===== src/rtl/llsc_pkg.sv =====
package llsc_pkg;
  typedef enum logic [1:0] {
    OP_LD = 2'b00,
    OP_ST = 2'b01,
    OP_LL = 2'b10,
    OP_SC = 2'b11
  } llsc_op_e;
endpackage


===== src/rtl/llsc_rsv_slot.sv =====
module llsc_rsv_slot #(
  parameter int AW = 16
) (
  input  logic          clk,
  input  logic          rst_n,
  input  logic          set_i,
  input  logic          kill_i,
  input  logic          consume_i,
  input  logic [AW-1:0] addr_i,
  output logic          link_o,
  output logic [AW-1:0] rsv_addr_o
);
  logic          link_q, link_d, en;
  logic [AW-1:0] addr_q, addr_d;

  // a fresh load-linked wins over a kill in the same cycle
  always_comb begin
    en     = set_i | kill_i | consume_i;
    link_d = set_i;
    addr_d = set_i ? addr_i : addr_q;
  end

  always_ff @(posedge clk or negedge rst_n) begin
    if (!rst_n)  link_q <= 1'b0;
    else if (en) link_q <= link_d;
  end

  always_ff @(posedge clk) begin
    if (set_i) addr_q <= addr_d;
  end

  assign link_o     = link_q;
  assign rsv_addr_o = addr_q;
endmodule


===== src/rtl/llsc_rsp_reg.sv =====
module llsc_rsp_reg #(
  parameter int AW   = 16,
  parameter int DW   = 32,
  parameter int TIDW = 1
) (
  input  logic            clk,
  input  logic            rst_n,
  input  logic            vld_i,
  input  logic [TIDW-1:0] tid_i,
  input  logic            flag_i,
  input  logic            rd_i,
  input  logic            wr_i,
  input  logic [AW-1:0]   addr_i,
  input  logic [DW-1:0]   data_i,
  output logic            vld_o,
  output logic [TIDW-1:0] tid_o,
  output logic            flag_o,
  output logic            rd_o,
  output logic            wr_o,
  output logic [AW-1:0]   addr_o,
  output logic [DW-1:0]   data_o
);
  always_ff @(posedge clk or negedge rst_n) begin
    if (!rst_n) begin
      vld_o  <= 1'b0;
      flag_o <= 1'b0;
      rd_o   <= 1'b0;
      wr_o   <= 1'b0;
    end else begin
      vld_o  <= vld_i;
      flag_o <= flag_i;
      rd_o   <= rd_i;
      wr_o   <= wr_i;
    end
  end

  always_ff @(posedge clk) begin
    if (vld_i) begin
      tid_o  <= tid_i;
      addr_o <= addr_i;
      data_o <= data_i;
    end
  end
endmodule


===== src/rtl/llsc_monitor.sv =====
module llsc_monitor #(
  parameter int NTHR    = 2,
  parameter int AW      = 16,
  parameter int DW      = 32,
  parameter int BLK_OFS = 5,
  localparam int TIDW   = (NTHR > 1) ? $clog2(NTHR) : 1
) (
  input  logic            clk,
  input  logic            rst_n,
  input  logic            req_valid,
  input  logic [1:0]      req_op,
  input  logic [TIDW-1:0] req_tid,
  input  logic [AW-1:0]   req_addr,
  input  logic [DW-1:0]   req_wdata,
  input  logic            snp_valid,
  input  logic [AW-1:0]   snp_addr,
  output logic            rsp_valid,
  output logic [TIDW-1:0] rsp_tid,
  output logic            rsp_flag,
  output logic            mem_rd_en,
  output logic            mem_wr_en,
  output logic [AW-1:0]   mem_addr,
  output logic [DW-1:0]   mem_wdata
);
  import llsc_pkg::*;

  localparam int BW = AW - BLK_OFS;

  llsc_op_e            op;
  logic                tid_ok, is_ld, is_st, is_ll, is_sc;
  logic                snp_on_req, sc_commit;
  logic [NTHR-1:0]     link_vec;
  logic [AW-1:0]       rsv_addr [NTHR];
  logic [NTHR-1:0]     set_vec, kill_vec, cons_vec;
  logic                link_sel;
  logic [AW-1:0]       rsv_sel;

  always_comb begin
    op       = llsc_op_e'(req_op);
    tid_ok   = 32'(req_tid) < NTHR;
    is_ld    = req_valid && op == OP_LD;
    is_st    = req_valid && op == OP_ST;
    is_ll    = req_valid && op == OP_LL && tid_ok;
    is_sc    = req_valid && op == OP_SC;
    link_sel = 1'b0;
    rsv_sel  = '0;
    for (int t = 0; t < NTHR; t++) begin
      if (tid_ok && 32'(req_tid) == t) begin
        link_sel = link_vec[t];
        rsv_sel  = rsv_addr[t];
      end
    end
    snp_on_req = snp_valid && snp_addr[AW-1:BLK_OFS] == req_addr[AW-1:BLK_OFS];
    sc_commit  = is_sc && tid_ok && link_sel && rsv_sel == req_addr && !snp_on_req;
  end

  for (genvar g = 0; g < NTHR; g++) begin : g_slot
    logic [BW-1:0] blk;
    logic          hit_snp, hit_peer;

    always_comb begin
      blk         = rsv_addr[g][AW-1:BLK_OFS];
      hit_snp     = snp_valid && blk == snp_addr[AW-1:BLK_OFS];
      hit_peer    = (is_st || sc_commit) && 32'(req_tid) != g
                    && blk == req_addr[AW-1:BLK_OFS];
      set_vec[g]  = is_ll && 32'(req_tid) == g;
      cons_vec[g] = is_sc && 32'(req_tid) == g;
      kill_vec[g] = link_vec[g] && (hit_snp || hit_peer);
    end

    llsc_rsv_slot #(.AW(AW)) i_slot (
      .clk        (clk),
      .rst_n      (rst_n),
      .set_i      (set_vec[g]),
      .kill_i     (kill_vec[g]),
      .consume_i  (cons_vec[g]),
      .addr_i     (req_addr),
      .link_o     (link_vec[g]),
      .rsv_addr_o (rsv_addr[g])
    );
  end

  llsc_rsp_reg #(.AW(AW), .DW(DW), .TIDW(TIDW)) i_rsp (
    .clk    (clk),
    .rst_n  (rst_n),
    .vld_i  (req_valid),
    .tid_i  (req_tid),
    .flag_i (sc_commit),
    .rd_i   (is_ld || (req_valid && op == OP_LL)),
    .wr_i   (is_st || sc_commit),
    .addr_i (req_addr),
    .data_i (req_wdata),
    .vld_o  (rsp_valid),
    .tid_o  (rsp_tid),
    .flag_o (rsp_flag),
    .rd_o   (mem_rd_en),
    .wr_o   (mem_wr_en),
    .addr_o (mem_addr),
    .data_o (mem_wdata)
  );
endmodule


===== config.mk =====
export PLATFORM = sky130hd
export DESIGN_NAME = llsc_monitor
export DESIGN_NICKNAME = d
export VERILOG_FILES = /design/src/rtl/llsc_pkg.sv /design/src/rtl/llsc_rsv_slot.sv /design/src/rtl/llsc_rsp_reg.sv /design/src/rtl/llsc_monitor.sv
export SDC_FILE = /design/constraint.sdc
export NUM_CORES = 1
export LEC_CHECK = 0
export ABC_AREA = 1
export BUFFER_PORTS_ARGS = -buffer_cell sky130_fd_sc_hd__buf_4
export CAP_MARGIN = 10
export CORE_AREA = 5 5 100 102
export CTS_CLUSTER_DIAMETER = 100
export DETAILED_ROUTE_END_ITERATION = 10
export DIE_AREA = 0 0 105 107
export PLACE_DENSITY = 0.71
export SLEW_MARGIN = 10
export SYNTH_ARGS = -nofsm -noshare
export SYNTH_HDL_FRONTEND = slang
export SYNTH_SLANG_ARGS = --single-unit

===== constraint.sdc =====
create_clock -name clk -period 2 [get_ports clk]
set_input_delay 0.1 -clock clk [delete_from_list [all_inputs] [get_ports clk]]
set_output_delay 0.1 -clock clk [all_outputs]
set_load 0.01 [all_outputs]

==> flow_summary_export.csv <==
group,metric,value,unit
die,fp.dieW,105,µm
cts,cts_resized,0,
synthesis,synth_cell_types,27,
synthesis,synth_seq_cells,87,
die,fp-row-count,35,
synthesis,synth_simple_gate_area_share,20.9,%
critical_path,critPathLaunchType,"flop",
timing,slew-limit-headroom,57.8,%
timing,setup_slack,459,ps
cells_and_area,syn_to_final_growth,43.3,%
cells_and_area,fin_cells,685,
synthesis,yosys.area.top_type,"edfxtp_1",
global_route,grt_use_total,19.3,%
critical_path,end_kind,"flop",
placement,place_inst,619,
drt,final_antenna_net_count,0,
critical_path,worstReg2RegEnd,"g_slot[0].i_slot.link_o",
power_and_ir_drop,p_leak,2.59,nW
critical_path,r2r_slack,460,ps
timing,finalSetupTns,0,ps
timing,period_minus_slack,1540,ps
synthesis,ys_seq_area_share,65.4,%
synthesis,synth-xor-area-share,2.66,%
synthesis,synth_compound_area_share,4.53,%
cells_and_area,drive_gt1_share,25.1,%
status,status,"finished clean",
cells_and_area,diodes,0,
critical_path,worstPathRequired,2260,ps
min_path,hold_depth,1,
timing,slew_violations,0,
cts,cts_tree,"yes",
global_route,grt_max_degree,50,
power_and_ir_drop,power.density,713,nW/µm²
drt,wl,10500,µm
min_path,worstHoldStart,"req_addr[10]",
drt,first_pass_iters,5,
global_route,grt_pass1_wl,17200,µm
critical_path,worst-setup-path-type,"reg -> reg",
global_route,grt_pass1_vias,3338,
drt,vias,3357,
placement,io_buffers,118,
synthesis,yosysTopAreaCellShare,61.6,%
cells_and_area,fin_area,5660,µm²
synthesis,yosys.area_share.adder,0,%
synthesis,mappedNetlistArea,3950,µm²
drt,highest_layer,"met4",
cts,cts_buffers,9,
placement,placed_area,4960,µm²
critical_path,cp_data_arrival_time,1800,ps
placement,place_ws,488,ps
critical_path,path_max_fanout,4,
synthesis,yosys_warnings,0,
timing,rsz0062_at_grt,"no",
cts,cts_max_level,3,
cts,clk_pin_slew_worst_paths,90,ps
timing,skew,12.0,ps
die,dieArea,11200,µm²
job,cap_violations,0,
cts,cts_root_buf,"clkbuf_8",
critical_path,r2r-start,"g_slot[0].i_slot.rsv_addr_o[9]",
synthesis,syn_avg_cell_area,10.1,µm²
global_route,antenna_found_initial,0,
synthesis,synthTopCellsByArea,"edfxtp_1 (62%), nand2_1 (13%), inv_1 (5.3%)",
die,coreArea,9020,µm²
cts,clkSinkCount,87,
placement,gp_congestion,0.886,
timing,final_hold_viol_count,0,
cts,clock_latency,360,ps
cells_and_area,nets,640,
die,start_util,43.8,%
drt,drt_iter0_markers,212,
placement,hpwl,6970,µm
timing,fin_crit_sh,77.1,%
drt,wl_met2,4620,µm
critical_path,rr_worst_depth,12,
synthesis,muxShareOfSynthArea,0,%
die,die_height,107,µm
timing,worstMarginPinSlew,633,ps
cts,ctsLongestPathBuffers,2,
power_and_ir_drop,peakVddDrop,0.000358,V
cells_and_area,fin_util,62.7,%
min_path,hold_path_end,"g_slot[0].i_slot.rsv_addr_o[10]",
min_path,hold_path_class,"in -> reg",
timing,finalSetupViolCount,0,
synthesis,synth_top_family_by_area,"simple AND/OR/NAND/NOR gates",
drt,route.detailed.drc,0,
drt,vias_per_cell,4.90,
synthesis,synthCells,390,
drt,dr_wl_met3,982,µm
global_route,grt.overflow.total,0,
timing,fmax,649,MHz
drt,drt-met1-wl,4810,µm
synthesis,synth_nets,461,
drt,wire_per_inst,15.4,µm
die,ios,124,
## metrics by stage
stage | hold WS [ps] | power (mW)
2_1_floorplan | -196 | 2.42
3_3_place_gp | -86.5 | 2.73
3_5_place_dp | -83.7 | 2.75
4_1_cts | 8.73 | 4.06
5_1_grt | 3.45 | 4.24
6_report | 13.4 | 4.03
## flip-flops by register name, summed over array words and instances (netlist names)
register,cells
i_rsp.data_o,32
i_rsp.addr_o,16
i_rsp.wr_o,1
g_slot.i_slot.rsv_addr_o,32
g_slot.i_slot.link_o,2
i_rsp.rd_o,1
i_rsp.tid_o,1
i_rsp.flag_o,1
i_rsp.vld_o,1
## what timing repair did
action,CTS,global route
hold buffers,50,0
buffers inserted,0,0
endpoints found under the hold margin,85,0
## layout by cell type (no fill, tap or decap)
cell type,instances
nor2_1,30
nand3_2,1
nand2_4,1
nor2_2,1
nor3_1,1
a211oi_1,2
a21oi_1,7
clkinvlp_4,3
a221oi_1,2
o21ai_1,1
clkbuf_1,1
o22ai_1,10
xor2_1,9
nor4_1,2
nand2_1,139
nand3_1,16
clkbuf_8,9
a21oi_2,1
dlygate4sd3_1,50
inv_6,3
nand2_2,3
o21ai_0,7
buf_4,121
nor3b_1,1
nand3b_1,1
xnor2_1,3
edfxtp_1,81
dfrtp_1,6
inv_1,56
bufinv_16,1
nand4_1,5
## power by group
| group | internal [mW] | switching [mW] |
|---|---|---|
| Clock | 0.586 | 0.651 |
| Sequential | 2.11 | 0.0435 |
| Combinational | 0.322 | 0.318 |
| Total | 3.02 | 1.01 |
## worst max-delay path by stage
stage                                           endpoint                      startpoint  cells after the start  slack, ps
after floorplan           g_slot[1].i_slot.rsv_addr_o[0]                         req_tid                      4        480
after global placement           g_slot[0].i_slot.link_o  g_slot[1].i_slot.rsv_addr_o[9]                     12        520
after detailed placement         g_slot[1].i_slot.link_o  g_slot[0].i_slot.rsv_addr_o[9]                     12        490
after CTS                        g_slot[0].i_slot.link_o  g_slot[0].i_slot.rsv_addr_o[9]                     12        460
after global routing             g_slot[1].i_slot.link_o  g_slot[0].i_slot.rsv_addr_o[9]                     12        210
final                            g_slot[0].i_slot.link_o  g_slot[0].i_slot.rsv_addr_o[9]                     12        460
## metal layers
layer  vias up  GRT usage, %
met5         -             0
met4         0          4.29
met3        15          5.96
met2       169          29.6
met1      1532          26.9
li1       1641             -
## worst max-delay path, cell delays in order (launching register included)
cell and delay, ps:
edfxtp_1 420, inv_1 150, nand2_1 70, nand3_1 60
nand2_1 50, nor2_1 120, nand2_1 80, a21oi_2 140
nand3_2 100, nand2_2 100, nand2_1 60, nand2_1 50
nand2_1 40
## synthesized netlist by cell type (all sizes together)
library cell / number
nand2: 143
edfxtp: 81
inv: 57
nor2: 31
nand3: 17
o22ai: 10
xor2: 9
a21oi: 8
o21ai: 8
dfrtp: 6
nand4: 5
buf: 3
xnor2: 3
a211oi: 2
a221oi: 2
nor4: 2
nand3b: 1
nor3: 1
nor3b: 1
## cell type report
class / instances / area [µm²]
clock buffers: 10 / 128
inverters: 57 / 219
multi-input cells: 243 / 1110
fillers: 697 / 3370
clock inverters: 6 / 70.1
well taps: 111 / 139
repair buffers: 171 / 1410
flip-flops and latches: 87 / 2580
## logic make-up after synthesis
logic type / count (synthesis)
AOI/OAI and AO/OA: 30
xor gates and xnor gates: 12
buffers and inverters: 60
DFF: 87
and+or+nand+nor: 201
No activity file was read; power rests on OpenSTA's default activity.
